$ cat src/rtl/dacw_pkg.sv
package dacw_pkg;

  typedef struct packed {
    logic       ref_ext;
    logic       rsv_hi;
    logic [1:0] pdn;
    logic [1:0] upd_mode;
    logic       rsv_lo;
    logic       chan;
  } dac_ctrl_t;

  localparam int unsigned CTRL_W = $bits(dac_ctrl_t);

  function automatic dac_ctrl_t make_ctrl(input logic chan, input logic ref_ext,
                                          input logic [1:0] upd_mode,
                                          input logic [1:0] pdn);
    dac_ctrl_t c;
    c.ref_ext  = ref_ext;
    c.rsv_hi   = 1'b0;
    c.pdn      = pdn;
    c.upd_mode = upd_mode;
    c.rsv_lo   = 1'b0;
    c.chan     = chan;
    return c;
  endfunction

endpackage

$ cat src/rtl/dacw_tick.sv
module dacw_tick #(
  parameter int unsigned HALF_DIV = 1
) (
  input  logic clk_i,
  input  logic rst_ni,
  input  logic run_i,
  output logic tick_o
);
  localparam int unsigned CNT_W = (HALF_DIV > 1) ? $clog2(HALF_DIV) : 1;
  localparam logic [CNT_W-1:0] CNT_LAST = CNT_W'(HALF_DIV - 1);

  logic [CNT_W-1:0] cnt_q;

  assign tick_o = run_i && (cnt_q == CNT_LAST);

  always_ff @(posedge clk_i or negedge rst_ni) begin
    if (!rst_ni)          cnt_q <= '0;
    else if (!run_i)      cnt_q <= '0;
    else if (tick_o)      cnt_q <= '0;
    else                  cnt_q <= cnt_q + 1'b1;
  end

  p_cnt_range_r8: assert property (@(posedge clk_i) disable iff (!rst_ni)
    cnt_q <= CNT_LAST);

endmodule

$ cat src/rtl/dacw_seq.sv
module dacw_seq #(
  parameter int unsigned WORD_W = 16
) (
  input  logic clk_i,
  input  logic rst_ni,
  input  logic start_i,
  input  logic tick_i,
  output logic busy_o,
  output logic done_o,
  output logic load_o,
  output logic shift_o,
  output logic sclk_o,
  output logic sync_no
);
  // step 0: lead (clock high), 1..2*WORD_W: low/high pairs, last: trail
  localparam int unsigned LAST   = 2 * WORD_W + 1;
  localparam int unsigned STEP_W = $clog2(LAST + 1);
  localparam logic [STEP_W-1:0] STEP_LAST  = STEP_W'(LAST);
  localparam logic [STEP_W-1:0] SHIFT_HI   = STEP_W'(2 * WORD_W - 2);

  logic [STEP_W-1:0] step_q;
  logic              busy_q;
  logic              done_q;
  logic              at_end;

  assign at_end  = busy_q && tick_i && (step_q == STEP_LAST);
  assign load_o  = start_i && !busy_q;
  assign shift_o = busy_q && tick_i && !step_q[0] &&
                   (step_q >= STEP_W'(2)) && (step_q <= SHIFT_HI);
  assign sclk_o  = !(busy_q && step_q[0] && (step_q != STEP_LAST));
  assign sync_no = !busy_q;
  assign busy_o  = busy_q;
  assign done_o  = done_q;

  always_ff @(posedge clk_i or negedge rst_ni) begin
    if (!rst_ni) begin
      busy_q <= 1'b0;
      step_q <= '0;
      done_q <= 1'b0;
    end else begin
      done_q <= at_end;
      if (load_o) begin
        busy_q <= 1'b1;
        step_q <= '0;
      end else if (at_end) begin
        busy_q <= 1'b0;
        step_q <= '0;
      end else if (busy_q && tick_i) begin
        step_q <= step_q + 1'b1;
      end
    end
  end

  p_done_pulse_r6: assert property (@(posedge clk_i) disable iff (!rst_ni)
    done_o |=> !done_o);
  p_done_after_busy_r6: assert property (@(posedge clk_i) disable iff (!rst_ni)
    done_o |-> (!busy_o && $past(busy_o)));
  p_idle_lines_r1: assert property (@(posedge clk_i) disable iff (!rst_ni)
    !busy_o |-> (sclk_o && sync_no));
  p_step_bound_r4: assert property (@(posedge clk_i) disable iff (!rst_ni)
    step_q <= STEP_LAST);

endmodule

$ cat src/rtl/dacw_shift.sv
module dacw_shift #(
  parameter int unsigned WORD_W = 16
) (
  input  logic              clk_i,
  input  logic              rst_ni,
  input  logic              load_i,
  input  logic              shift_i,
  input  logic              busy_i,
  input  logic [WORD_W-1:0] word_i,
  output logic              sdin_o
);
  logic [WORD_W-1:0] sh_q;

  always_ff @(posedge clk_i or negedge rst_ni) begin
    if (!rst_ni)      sh_q <= '0;
    else if (load_i)  sh_q <= word_i;
    else if (shift_i) sh_q <= {sh_q[WORD_W-2:0], 1'b0};
  end

  assign sdin_o = busy_i && sh_q[WORD_W-1];

  p_no_load_busy_r5: assert property (@(posedge clk_i) disable iff (!rst_ni)
    !(load_i && busy_i));

endmodule

$ cat src/rtl/dacw_serial_tx.sv
module dacw_serial_tx #(
  parameter int unsigned CLK_HZ      = 50_000_000,
  parameter int unsigned SCLK_MAX_HZ = 30_000_000,
  parameter int unsigned HALF_DIV    = 1,
  parameter int unsigned DATA_W      = 8
) (
  input  logic              clk_i,
  input  logic              rst_ni,
  input  logic              start_i,
  input  logic [DATA_W-1:0] data_i,
  input  logic              chan_i,
  input  logic              ref_ext_i,
  input  logic [1:0]        upd_mode_i,
  input  logic [1:0]        pdn_i,
  output logic              busy_o,
  output logic              done_o,
  output logic              sync_no,
  output logic              sclk_o,
  output logic              sdin_o
);
  import dacw_pkg::*;

  localparam int unsigned WORD_W = CTRL_W + DATA_W;

  initial begin
    p_sclk_limit_r8: assert (longint'(CLK_HZ) <= 2 * longint'(HALF_DIV) * longint'(SCLK_MAX_HZ))
      else $error("serial clock above limit: raise HALF_DIV");
  end

  logic              tick;
  logic              load;
  logic              shift;
  logic [WORD_W-1:0] word;

  assign word = {make_ctrl(chan_i, ref_ext_i, upd_mode_i, pdn_i), data_i};

  dacw_tick #(.HALF_DIV(HALF_DIV)) u_tick (
    .clk_i  (clk_i),
    .rst_ni (rst_ni),
    .run_i  (busy_o),
    .tick_o (tick)
  );

  dacw_seq #(.WORD_W(WORD_W)) u_seq (
    .clk_i   (clk_i),
    .rst_ni  (rst_ni),
    .start_i (start_i),
    .tick_i  (tick),
    .busy_o  (busy_o),
    .done_o  (done_o),
    .load_o  (load),
    .shift_o (shift),
    .sclk_o  (sclk_o),
    .sync_no (sync_no)
  );

  dacw_shift #(.WORD_W(WORD_W)) u_shift (
    .clk_i   (clk_i),
    .rst_ni  (rst_ni),
    .load_i  (load),
    .shift_i (shift),
    .busy_i  (busy_o),
    .word_i  (word),
    .sdin_o  (sdin_o)
  );

  p_data_hold_r3: assert property (@(posedge clk_i) disable iff (!rst_ni)
    (busy_o && $past(busy_o) && $rose(sclk_o)) |-> $stable(sdin_o));
  p_start_opens_r7: assert property (@(posedge clk_i) disable iff (!rst_ni)
    (start_i && !busy_o) |=> (busy_o && !sync_no && sclk_o));
  p_idle_data_r1: assert property (@(posedge clk_i) disable iff (!rst_ni)
    sync_no |-> !sdin_o);

endmodule

$ cat config.mk
export PLATFORM = sky130hd
export DESIGN_NAME = dacw_serial_tx
export DESIGN_NICKNAME = d
export VERILOG_FILES = /design/src/rtl/dacw_pkg.sv /design/src/rtl/dacw_tick.sv /design/src/rtl/dacw_seq.sv /design/src/rtl/dacw_shift.sv /design/src/rtl/dacw_serial_tx.sv
export SDC_FILE = /design/constraint.sdc
export NUM_CORES = 1
export LEC_CHECK = 0
export BUFFER_PORTS_ARGS = -buffer_cell sky130_fd_sc_hd__buf_2
export CAP_MARGIN = 20
export CORE_UTILIZATION = 35
export DETAILED_ROUTE_END_ITERATION = 12
export GPL_ROUTABILITY_DRIVEN = 1
export PLACE_DENSITY = 0.65
export SETUP_SLACK_MARGIN = 0.05
export SLEW_MARGIN = 20
export SYNTH_ARGS = -nofsm -noshare
export SYNTH_HDL_FRONTEND = slang
export SYNTH_HIERARCHICAL = 1
export SYNTH_SLANG_ARGS = --single-unit
export TNS_END_PERCENT = 100
$ cat constraint.sdc
create_clock -name clk_i -period 2.2 [get_ports clk_i]
set_input_delay 0.11 -clock clk_i [delete_from_list [all_inputs] [get_ports clk_i]]
set_output_delay 0.11 -clock clk_i [all_outputs]
set_load 0.1 [all_outputs]
==> results of run 1 <==
==> layer usage <==
layer	global-route usage	vias to the layer above	part of all wire
li1	-	501	-
met1	0.1605	461	0.47
met2	0.2283	18	0.49
met3	0.01825	6	0.026
met4	0.06105	0	0.018
met5	0	-	0
==> state kept, by name, summed over array words and instances (netlist names) <==
name	count
u_seq/busy_o	1
u_seq/done_o	1
u_seq/step_q	6
u_shift/sh_q	16
u_tick/cnt_q	1
==> layout by cell type (no fill, tap or decap), types with 4 or more instances in the layout <==
cell / count
sky130_fd_sc_hd__dlygate4sd3_1: 14
sky130_fd_sc_hd__mux2i_1: 15
sky130_fd_sc_hd__o21ai_0: 9
sky130_fd_sc_hd__inv_1: 5
sky130_fd_sc_hd__dfrtp_1: 24
sky130_fd_sc_hd__buf_2: 21
sky130_fd_sc_hd__nor2_1: 4
sky130_fd_sc_hd__nand2_1: 23
sky130_fd_sc_hd__nand3_1: 4
sky130_fd_sc_hd__o21ai_1: 9
==> cells in the mapped netlist (all sizes together) <==
library cell,n,area (um^2)
ha,3,37.54
nand4b,1,8.760
a21oi,1,5.000
buf,5,52.55
or3,1,6.260
o21bai,1,7.510
nand2,23,86.33
inv,5,18.77
and2,1,6.260
o21ai,18,90.08
a31oi,1,6.260
o31ai,2,15.01
clkbuf,1,3.750
dfrtp,25,625.6
o211ai,1,7.510
mux2i,16,172.7
nand3,4,20.02
nor2b,2,20.02
nand2b,1,6.260
conb,2,7.510
a21o,1,7.510
a31o,1,17.52
nor3,2,15.01
and3,1,6.260
nor2,4,15.01
nor4b,1,8.760
a2111oi,1,8.760
==> worst max-delay path by stage <==
stage	startpoint	endpoint	slack, ps	cells past startpoint
5_1_grt	u_seq/step_q[3]	sclk_o	150	4
4_1_cts	u_seq/step_q[3]	sclk_o	230	4
3_3_place_gp	u_seq/step_q[0]	u_shift/sh_q[2]	390	7
6_report	u_seq/step_q[3]	sclk_o	250	4
3_5_place_dp	u_seq/step_q[0]	u_shift/sh_q[4]	340	7
2_1_floorplan	u_seq/busy_o	u_shift/sh_q[3]	90	7
==> final cells by class <==
type,instances,area (um^2)
multi-input cells,90,594.3
fillers,337,1828
repair buffers,37,260.3
inverters,5,18.77
clock buffers,3,22.52
flip-flops and latches,25,626.9
clock inverters,1,7.507
well taps,46,57.56
==> power groups by stage <==
stage | clock [mW] | combinational [mW] | sequential [mW]
after floorplan | 0 | 0.394 | 0.708
after global placement | 0 | 0.445 | 0.733
after detailed placement | 0 | 0.463 | 0.743
after CTS | 0.226 | 0.484 | 0.732
after global routing | 0.236 | 0.538 | 0.757
final | 0.213 | 0.479 | 0.730
==> cell families after synthesis <==
| kind of cell | synth area share |
|---|---|
| AND/OR/NAND/NOR | 0.1551 |
| AO/OA/AOI/OAI | 0.1288 |
| flip-flops | 0.4878 |
| multiplexers | 0.1346 |
| buffers and inverters | 0.05854 |
| adder cells (fa/ha/maj) | 0.02927 |
| other | 0.005856 |
==> worst max-delay path, stage by stage (launching register included) <==
cell and delay [ps]:
sky130_fd_sc_hd__dfrtp_1 460, sky130_fd_sc_hd__nor3_2 340, sky130_fd_sc_hd__nand3_1 180, sky130_fd_sc_hd__nand3_1 110, sky130_fd_sc_hd__buf_2 430
==> results list, run 1 <==
- The detail route stage leaves a number of antenna-violating nets equal to 0.
- Fin cells: 207
* Final-layout setup total negative slack: 0 ps
- The worst hold path passes through 3 cells.
* Kind of start point of the critical path: flip-flop
* Post-synthesis instance area: 0.001282 mm^2
- Proportion of total power due to net switching: 0.3781
- Core area: 0.003416 mm^2
* Critical R2R Launch: u_seq/step_q[0]
- DRC violations left: 0
- Class of the most critical setup path: reg2out
- The worst pin sits at a relative slew slack of 0.6301.
- Count of cells resized by post-cts repair: 0
- DR vias/cell: 4.763
- Cell area after layout: 0.001588 mm^2
- Number of setup violations in the final report: 0
* Synth warnings: 6
* Count of port buffers added during placement: 21
- In this run the deepest clock path goes through 2 buffers.
- For this design, the CTS-stage hold fixing added 14 buffers.
- Finished Core Util: 0.4648
* Share of post-route cells with drive strength above 1: 0.2112
* Data required time at the worst endpoint: 2090 ps
* Worst hold margin: 14.69 ps
* Horizontal die dimension: 62.53 um
* Type of the worst min-delay path: in2reg
- Clock tree synthesis inserted a total of 3 buffers.
- The tree built by TritonCTS fans out to 25 sinks.
- The total overflow left after global routing is 0.
- Number of core rows: 21
- The die covers 0.003910 mm^2.
- Placed wire-length estimate: 1660 um
- ANT cells: 0
* Instance area at placement: 0.001418 mm^2
* Clock tree from TritonCTS: built
- Cell internal pwr: 884.7 uW
- PD cells: 896.0 mW/mm^2
* End of the worst register-to-register path: u_shift/sh_q[4]
* Final worst-path setup slack: 253.6 ps
- Relative contribution of combinational cells to total power: 0.337
* Worst reg-to-reg setup slack: 360 ps
- The congestion estimate from routability-driven global placement came to 0.8120.
- Largest net degree at the start of global routing: 26
* Count of maximum capacitance violations: 0
- In this run the number of H-tree levels came out at 1.
- The tree is rooted in a sky130_fd_sc_hd__clkbuf_4.
- Fin crit share: 0.8847
- In this run the worst path has a maximum fanout of 6.
* Net total in the final layout: 182
- Antenna violations before repair: 0
- P_leak: 0.7108 nW
- Prior to clock tree synthesis, the placed netlist has a worst setup slack of 341.1 ps.
- IR analysis of the VDD net gives a maximum drop of 384.7 uV.
* Vertical die dimension: 62.53 um
* Gate count of the mapped netlist: 125
* Sw power: 537.9 uW
- The completed layout was analyzed and its total power is 1.423 mW.
- Number of cells traversed by the worst register-to-register path: 7
* Slew at the pin with the worst max-slew slack: 554.8 ps
- Setup repair after global routing missed its margin: false
- Number of unique standard cell types used by synthesis: 33
- Hold_sp: data_i[3]
* Count of endpoints failing hold in the final timing report: 0
- DRT iter0 DRCs: 22
- Sequential cell area fraction in the yosys report: 0.4878
* Clk_lat worst skew: 320 ps
- Wire length of the first global-routing pass: 4098 um
* End point of the most critical hold path: u_shift/sh_q[3]
- Final Max Tran Viols: 0
* Total global routing track utilization: 0.1316
* Via count of the first global-routing pass: 970
* Clk pwr share: 0.150
- For the finished layout, the period the worst path requires is 1946 ps.
- Counting tap cells, the placed design contains a total of 189 instances.
* Share of total power in sequential cells: 0.513
- Data on the critical path arrives at its endpoint at 1840 ps.
- After detailed routing, the average wire length per cell comes to 11.34 um.
* Highest achievable clock rate: 513.8 MHz
* Post CTS Setup Buffer Count: 0
* Number of synthesized register bits: 25
- For this design the top-level I/O count stands at 22.
- In this run the mean area of a mapped cell was 10.26 um^2.
- Initial core utilization: 0.3755
- Result of the run: complete, no violations
* Overall routed net length: 2348 um
* Overall via count from detail_route: 986
- Relative to the synthesized area, the layout overhead comes to 23.80%.
* Sort of element at the end of the critical path: primary output
* Number of detailed-routing iterations run before antenna repair: 4
- Clock Pin Slew Worst Setup and Hold Paths: 140 ps
- Across the routed clock network, the largest skew measured is 9.207 ps.
Power figures use the tool's default switching activity.
==> inputs of run 2 (changes only) <==
Settings changed: ABC_AREA from default to 1, RECOVER_POWER from default to 100.
==> run 2 against run 1 <==
Effect of this change: final cell count is 9.2% higher; global-route usage is 0.97 points higher; count of clock-buffer cells in the layout stayed put; routed wire length is 1.7% higher; worst setup slack better by 46 ps; synthesized area is 3.9% higher; first-iteration DRC count is 32% higher; total power is 15% higher; die area is 3.8% higher; largest power group unchanged.
==> results list, run 2 <==
- ANT cells: 0 (unchanged)
- Avg Cell Area, Syn: 8.542 um^2 (-17%)
- Total CTS buffers: 3 (unchanged)
- In this run the worst setup path begins at u_seq/step_q[1].
- Number of flip-flops under the largest register name: 16 (unchanged)
* Synth async-reset ratio: 1.000 (unchanged)
* Drt wl/cell: 10.56 um (-6.9%)
- Final worst-path setup slack: 299.2 ps (+45.63 ps)
* Overall via count from detail_route: 1046 (+6.1%)
* Data required time at the worst endpoint: 2090 ps (about the same)
- The biggest area contributor in the post-synthesis netlist is sky130_fd_sc_hd__dfrtp_1.
- The hold violation count in the final report is 0 (unchanged).
- The die outline width was 63.70 um (+1.9%).
- Number of setup violations in the final report: 0 (unchanged)
* Slowest Stage Delay on Critical Path: 480 ps (+20 ps)
- Overall routed net length: 2387 um (+1.7%)
- The post-synthesis instance area came to 0.001333 mm^2 (+3.9%).
- Final GP Congestion: 0.7914 (-2.5%)
- The most used flip-flop cell after synthesis is sky130_fd_sc_hd__dfrtp_1.
- Total global routing track utilization: 0.1414 (+0.009735)
- The total cell area at the placement stage is 0.001450 mm^2 (+2.3%).
- The share of the clock period used by the worst path came to 0.8640 (-0.02074).
- The count of cells resized by post-cts repair was 0 (unchanged).
- PD cells: 1115 mW/mm^2 (+24%)
* Routing usage on met3: 0.02899 (+0.01074)
* Register bank with the most flops: u_shift/sh_q
- The count of pins over their slew limit was 0 (unchanged).
* Min Tclk post-route: 1901 ps (-45.63 ps)
* CP Capture Point: sclk_o
* Commonest non-fill, non-tap cell in the layout: sky130_fd_sc_hd__nand2_1
- The pin count of the biggest net entering global routing came to 26 (unchanged).
* P_leak: 0.7725 nW (+8.7%)
* Slew at the pin with the worst max-slew slack: 1299 ps (+744.3 ps)
* Grt met1 use: 0.1897 (+0.02925)
* GR Util met2: 0.2141 (-0.01417)
- The post-synthesis sequential element count is 25 (unchanged).
- Critical R2R Launch: u_seq/busy_o
- Relative max-transition margin: 0.1340 (-0.4962)
* Cell repeated most along the worst path: sky130_fd_sc_hd__nand3_1
- The worst setup path is launched from a flip-flop.
- Core area: 0.003661 mm^2 (+7.2%)
- From synthesis to final layout, the design area changed by 10.33%.
- Setup repair after global routing missed its margin: false
- On the critical path, the stage with the largest delay is an instance of sky130_fd_sc_hd__dfrtp_1.
- Total clock sinks: 25 (unchanged)
* Number of core rows: 22 (+4.8%)
* Worst path arrival time: 1790 ps (-50 ps)
* Via count of the first global-routing pass: 1018 (+4.9%)
* Gate count of the mapped netlist: 156 (+25%)
* Antenna violations before repair: 0 (unchanged)
- The number of synthesized flops with an enable pin is 0 (unchanged).
- The number of DRC violations after detailed routing came to 0 (unchanged).
- In the layout the commonest cells are sky130_fd_sc_hd__nand2_1 (48), sky130_fd_sc_hd__nand3_1 (35), sky130_fd_sc_hd__dfrtp_1 (25).
* Final-layout setup total negative slack: 0 ps (unchanged)
* Sort of element at the end of the critical path: primary output
* Maximum fanout along the worst path: 7 (+1)
* Remaining antenna violation count: 0 (unchanged)
* Initial core utilization: 0.3640 (-0.01148)
- DR vias/cell: 4.628 (-2.8%)
- The floorplan die area was 0.004058 mm^2 (+3.8%).
- Clock tree from TritonCTS: built
- Cell area after layout: 0.001470 mm^2 (-7.4%)
- By startpoint and endpoint, the worst setup path is classified as reg2out.
* Top cells by instance count after synthesis: sky130_fd_sc_hd__nand2_1 (46), sky130_fd_sc_hd__nand3_1 (34), sky130_fd_sc_hd__dfrtp_1 (25)
* Count of port buffers added during placement: 21 (unchanged)
- The max-cap check violation count was 0 (unchanged).
- The post-layout net count was 199 (+9.3%).
- Type of the worst min-delay path: in2reg
* Result of the run: complete, no violations
* Number of cells traversed by the worst register-to-register path: 10 (+3)
* DRT iter0 DRCs: 29 (+32%)
* Wire length of the first global-routing pass: 4478 um (+9.3%)
- In the post-synthesis netlist, the cell with the most instances is sky130_fd_sc_hd__nand2_1.
* Area share of the leading cell type in the synthesized netlist: 0.4695 (-0.01832)
- The timing-limited maximum frequency is 526.1 MHz (+2.4%).
* CTS HTree Levels: 1 (unchanged)
- The buffer depth of the longest clock path is 2 (unchanged).
- Global-route congestion overflow total: 0 (unchanged)
- Sequential cell area fraction in the yosys report: 0.4695 (-0.01832)
- The peak supply drop came to 502.3 uV (+31%).
- Ranked by total cell area, the synthesized netlist is headed by sky130_fd_sc_hd__dfrtp_1 (47%), sky130_fd_sc_hd__nand2_1 (13%), sky130_fd_sc_hd__nand3_1 (13%).
- The total of warnings raised by yosys was 6 (unchanged).
* Vertical die dimension: 63.70 um (+1.9%)
- The tree is rooted in a sky130_fd_sc_hd__clkbuf_8.
- Share of post-route cells with drive strength above 1: 0.1854 (-0.02579)
- The clock-pin slew of the registers on the worst-case setup and hold paths came to 90 ps (-50 ps).
* Pre-CTS WS: 603.1 ps (+262.0 ps)
* Worst reg-to-reg setup slack: 470 ps (+110 ps)
- Walking the worst path, the cells encountered are inv_1 -> ha_1 -> nand3_1 -> nand3_1 -> buf_2.
- The first-pass iteration count of the detailed router came to 4 (unchanged).
* Routing layer with the top usage in global route: met2
* Worst clock skew: 3.202 ps (-6.005 ps)
- Placed wire-length estimate: 1715 um (+3.4%)
- The largest registers in the layout are u_shift/sh_q: 16 flops, u_seq/step_q: 6 flops.
- The clock latency on the worst-skew pair was 270 ps (-50 ps).
- Number of unique standard cell types used by synthesis: 24 (-27%)
* End of the worst register-to-register path: u_shift/sh_q[15]
* IO Pins: 22 (unchanged)
-- run 2: changes by cell type after synthesis, moves of 4 or more --
cell and change:
sky130_fd_sc_hd__o21ai_0 -9, sky130_fd_sc_hd__nand4_1 +7, sky130_fd_sc_hd__o21ai_1 -6, sky130_fd_sc_hd__inv_1 +4
sky130_fd_sc_hd__mux2i_1 -15, sky130_fd_sc_hd__nand2_1 +23, sky130_fd_sc_hd__nor2_2 +4, sky130_fd_sc_hd__inv_2 +4
sky130_fd_sc_hd__nand3_1 +30
-- run 2: repair_timing --
item,CTS,global route
hold endpoints to repair,25,0
setup buffers,0,0
hold buffers,1,0
-- run 2: logic make-up after synthesis --
group,synth area share
and+or+nand+nor,0.3803
other,0.005636
AOI/OAI and AO/OA,0.02254
adders and majority gates,0.02817
buffers and inverters,0.08731
xor gates and xnor gates,0.006574
DFF,0.4695
-- run 2: how the worst min path moves through the flow --
stage | from | end | slack, ps | depth (start not counted)
final | data_i[0] | u_shift/sh_q[0] | 40 | 3
after global routing | data_i[0] | u_shift/sh_q[0] | 40 | 3
after CTS | data_i[0] | u_shift/sh_q[0] | 30 | 3
after detailed placement | rst_ni | u_shift/sh_q[2] | 120 | 1
after global placement | rst_ni | u_shift/sh_q[2] | 130 | 1
after floorplan | rst_ni | u_seq/busy_o | -190 | 0
-- run 2: worst max-delay path: cells and delay by family (launching register included) --
family / cells / cell delay [ps]
DFF: 1 / 480
buffers and inverters: 2 / 520
adders and majority gates: 1 / 140
and+or+nand+nor: 2 / 380
-- run 2: stage by stage --
stage / power, mW / std cells / utilization / hold WS (ps)
after detailed placement: 1.421 / 221 / 0.3961 / 123.6
after floorplan: 1.325 / 157 / - / -185.6
after global routing: 1.775 / 226 / 0.4016 / 39.01
after global placement: 1.412 / 221 / 0.3961 / 133.5
after CTS: 1.703 / 226 / 0.4122 / 30.87
final: 1.639 / 226 / 0.4016 / 38.45
-- run 2: final cells by class --
| type | count | area, um^2 |
|---|---|---|
| Inverter | 13 | 48.80 |
| Sequential cell | 25 | 625.6 |
| Timing Repair Buffer | 24 | 123.9 |
| Tap cell | 48 | 60.06 |
| Multi-Input combinational cell | 112 | 563.0 |
| Clock inverter | 1 | 7.507 |
| Fill cell | 390 | 2191 |
| Clock buffer | 3 | 41.29 |
-- run 2: where the power goes --
group / total, mW / internal [mW] / switching [mW]
clock: 0.271 / 0.128 / 0.143
combinational: 0.673 / 0.183 / 0.490
sequential: 0.694 / 0.573 / 0.121
-- run 2: metal layers --
metal | vias to the layer above | routed length [um] | share of wire
met2 | 18 | 1050 | 0.44
met3 | 4 | 81 | 0.034
met5 | - | 0 | 0
li1 | 546 | - | -
met4 | 0 | 40 | 0.017
met1 | 478 | 1215 | 0.51
==> inputs of run 3 (changes only) <==
Settings changed: CORE_UTILIZATION 35 to 30, PLACE_DENSITY 0.65 to 0.59.
==> run 3 against run 2 <==
Effect of this change: sequential share of layout area is essentially flat; clock power is essentially flat; critical endpoint unchanged; count of clock-buffer cells in the layout is the same; highest routed layer unchanged; largest cell class unchanged; fmax grew 1.5%; global-route usage shrank 1.2 points; core utilization shrank 4.7 points; die area grew 16%.
==> results list, run 3 (same netlist as run 2, synthesis figures left out) <==
- Core area: 0.004144 mm^2 (+13%)
- Result of the run: complete, no violations
- Relative max-transition margin: 0.1421 (+0.008182)
- The largest incremental delay on the critical path is 470 ps (about the same).
- Finished Core Util: 0.3545 (-0.04710)
* DRC violations left: 0 (unchanged)
- Count of maximum capacitance violations: 0 (unchanged)
* Count of port buffers added during placement: 21 (unchanged)
- Clock Pin Slew Worst Setup and Hold Paths: 90 ps (about the same)
* CTS HTree Levels: 1 (unchanged)
* Placed wire-length estimate: 1854 um (+8.1%)
* Net total in the final layout: 199 (unchanged)
* Overall via count from detail_route: 1034 (-1.1%)
- Global-route congestion overflow total: 0 (unchanged)
* Peak VDD IR: 375.5 uV (-25%)
* Class of the most critical setup path: reg2out
- DR vias/cell: 4.535 (-2.0%)
- Commonest non-fill, non-tap cell in the layout: sky130_fd_sc_hd__nand2_1
* Register bank with the most flops: u_shift/sh_q
- Initial core utilization: 0.3216 (-0.04242)
- The remaining number of nets flagged by the antenna check after routing was 0 (unchanged).
- The final cell count without fillers came to 228 (+0.88%).
- Worst path arrival time: 1760 ps (-30 ps)
- Growth of design area from synthesis to finish: 10.23% (about the same)
- The first-pass iteration count of the detailed router was 4 (unchanged).
- The height of the die was 68.65 um (+7.8%).
- IO Pins: 22 (unchanged)
* Final-layout setup total negative slack: 0 ps (unchanged)
* P_leak: 0.7801 nW (+0.99%)
* Kind of start point of the critical path: flip-flop
* Sort of element at the end of the critical path: primary output
- Share of post-route cells with drive strength above 1: 0.1798 (-0.005618)
- Clock tree from TritonCTS: built
* Clk_lat worst skew: 260 ps (about the same)
* Critical Path Slowest Stage Cell: sky130_fd_sc_hd__dfrtp_1
- The number of global-route vias before repair was 987 (-3.0%).
* Min Tclk post-route: 1873 ps (-27.55 ps)
- Count of cells resized by post-cts repair: 0 (unchanged)
- In this run the clock root is driven by a sky130_fd_sc_hd__clkbuf_8.
- Highest achievable clock rate: 533.8 MHz (+1.5%)
* Number of setup violations in the final report: 0 (unchanged)
- The power density over the cells was 1112 mW/mm^2 (-0.22%).
- The number of buffers added by the clock tree synthesis step came to 3 (unchanged).
- Slew at the pin with the worst max-slew slack: 1287 ps (-12.27 ps)
* Type of the worst min-delay path: in2reg
* Critical path cell sequence: inv_1 -> ha_1 -> nand3_1 -> nand3_1 -> clkbuf_2
- The top cell types in the final layout, fill and taps aside, are sky130_fd_sc_hd__nand2_1 (48), sky130_fd_sc_hd__nand3_1 (35), sky130_fd_sc_hd__dfrtp_1 (25).
- Largest net degree at the start of global routing: 26 (unchanged)
- The share of the clock period used by the worst path was 0.8515 (-0.01252).
* Instance area at placement: 0.001453 mm^2 (+0.17%)
- Pre-CTS WS: 597.0 ps (-6.139 ps)
- Number of core rows: 23 (+4.5%)
* Die Footprint: 0.004712 mm^2 (+16%)
* Number of flip-flops under the largest register name: 16 (unchanged)
- The hold violation count in the final report came to 0 (unchanged).
- Cell area after layout: 0.001469 mm^2 (about the same)
* Overall routed net length: 2511 um (+5.2%)
- The global-route usage over all layers came to 0.1296 (-0.01175).
- The final-layout worst hold slack is 41.01 ps (+2.553 ps).
* Final GP Congestion: 0.7674 (-3.0%)
- Cell repeated most along the worst path: sky130_fd_sc_hd__nand3_1
* Antenna violations before repair: 0 (unchanged)
- The setup skew after layout came to 4.192 ps (+0.9895 ps).
- The wire length of the first global-routing pass came to 4526 um (+1.1%).
- Setup repair after global routing left no endpoint under its margin.
* Final Power: 1.634 mW (-0.31%)
- Number of buffers inserted by hold repair at cts: 1 (unchanged)
* Drt wl/cell: 11.01 um (+4.3%)
* DRT iter0 DRCs: 24 (-17%)
- The post-CTS setup buffer count was 0 (unchanged).
- Buffer levels on the longest clock path: 2 (unchanged)
- Number of cells in the design after placement: 223 (+0.90%)
- The clock sink count is 25 (unchanged).
* Final worst-path setup slack: 326.8 ps (+27.55 ps)
- The largest registers in the layout are u_shift/sh_q: 16 flops, u_seq/step_q: 6 flops.
* Maximum fanout along the worst path: 7 (unchanged)
- Horizontal die dimension: 68.65 um (+7.8%)
- The required time at the worst-slack endpoint came to 2090 ps (about the same).
- The count of antenna diodes in the layout came to 0 (unchanged).
* Final Max Tran Viols: 0 (unchanged)
-- run 3: cell types whose count changed in the layout (fill, tap and decap cells not counted) --
cell,before,now
sky130_fd_sc_hd__buf_2,16,15
sky130_fd_sc_hd__buf_4,2,1
sky130_fd_sc_hd__clkbuf_2,0,2
sky130_fd_sc_hd__clkinv_2,0,1
sky130_fd_sc_hd__clkinvlp_4,1,0
sky130_fd_sc_hd__nor2_1,2,3
sky130_fd_sc_hd__nor2_4,2,0
sky130_fd_sc_hd__nor2_8,0,1
sky130_fd_sc_hd__o21ai_0,1,0
sky130_fd_sc_hd__o21ai_1,2,3
-- run 3: report_power, final --
part / internal, mW / total, mW / switching (mW)
combinational: 0.183 / 0.674 / 0.491
sequential: 0.573 / 0.690 / 0.117
clock: 0.126 / 0.269 / 0.143
total: 0.882 / 1.63 / 0.751
-- run 3: layout make-up --
class | count | area, um^2
inverter | 13 | 48.80
sequential | 25 | 625.6
tap | 50 | 62.56
clock buffer | 3 | 41.29
clock inverter | 1 | 5.005
timing repair buffer | 24 | 121.4
fill | 469 | 2675
multi-input combinational | 112 | 564.3
-- run 3: metal layers --
layer	track usage	wire (um)	up-vias
met4	0.05469	27	0
li1	-	-	552
met3	0.01645	39	2
met5	0	0	-
met1	0.1889	1271	472
met2	0.1912	1172	8
-- run 3: worst paths after layout --
kind / from / to / slack (ps) / cells after the start
max in group asynchronous: rst_ni / u_shift/sh_q[13] / 790 / 2
max reg2reg: u_seq/busy_o / u_shift/sh_q[7] / 390 / 10
min reg2reg: u_shift/sh_q[11] / u_shift/sh_q[11] / 490 / 2
max: u_seq/step_q[1] / sclk_o / 330 / 5
min in group asynchronous: rst_ni / u_seq/step_q[5] / 640 / 2
min: data_i[0] / u_shift/sh_q[0] / 40 / 3
-- run 3: critical path: cells and delay by family, from the launching register on --
family        cells  cell delay, ps
buf+inv           2             550
fa+ha+maj         1             140
simple gates      2             350
flops             1             470
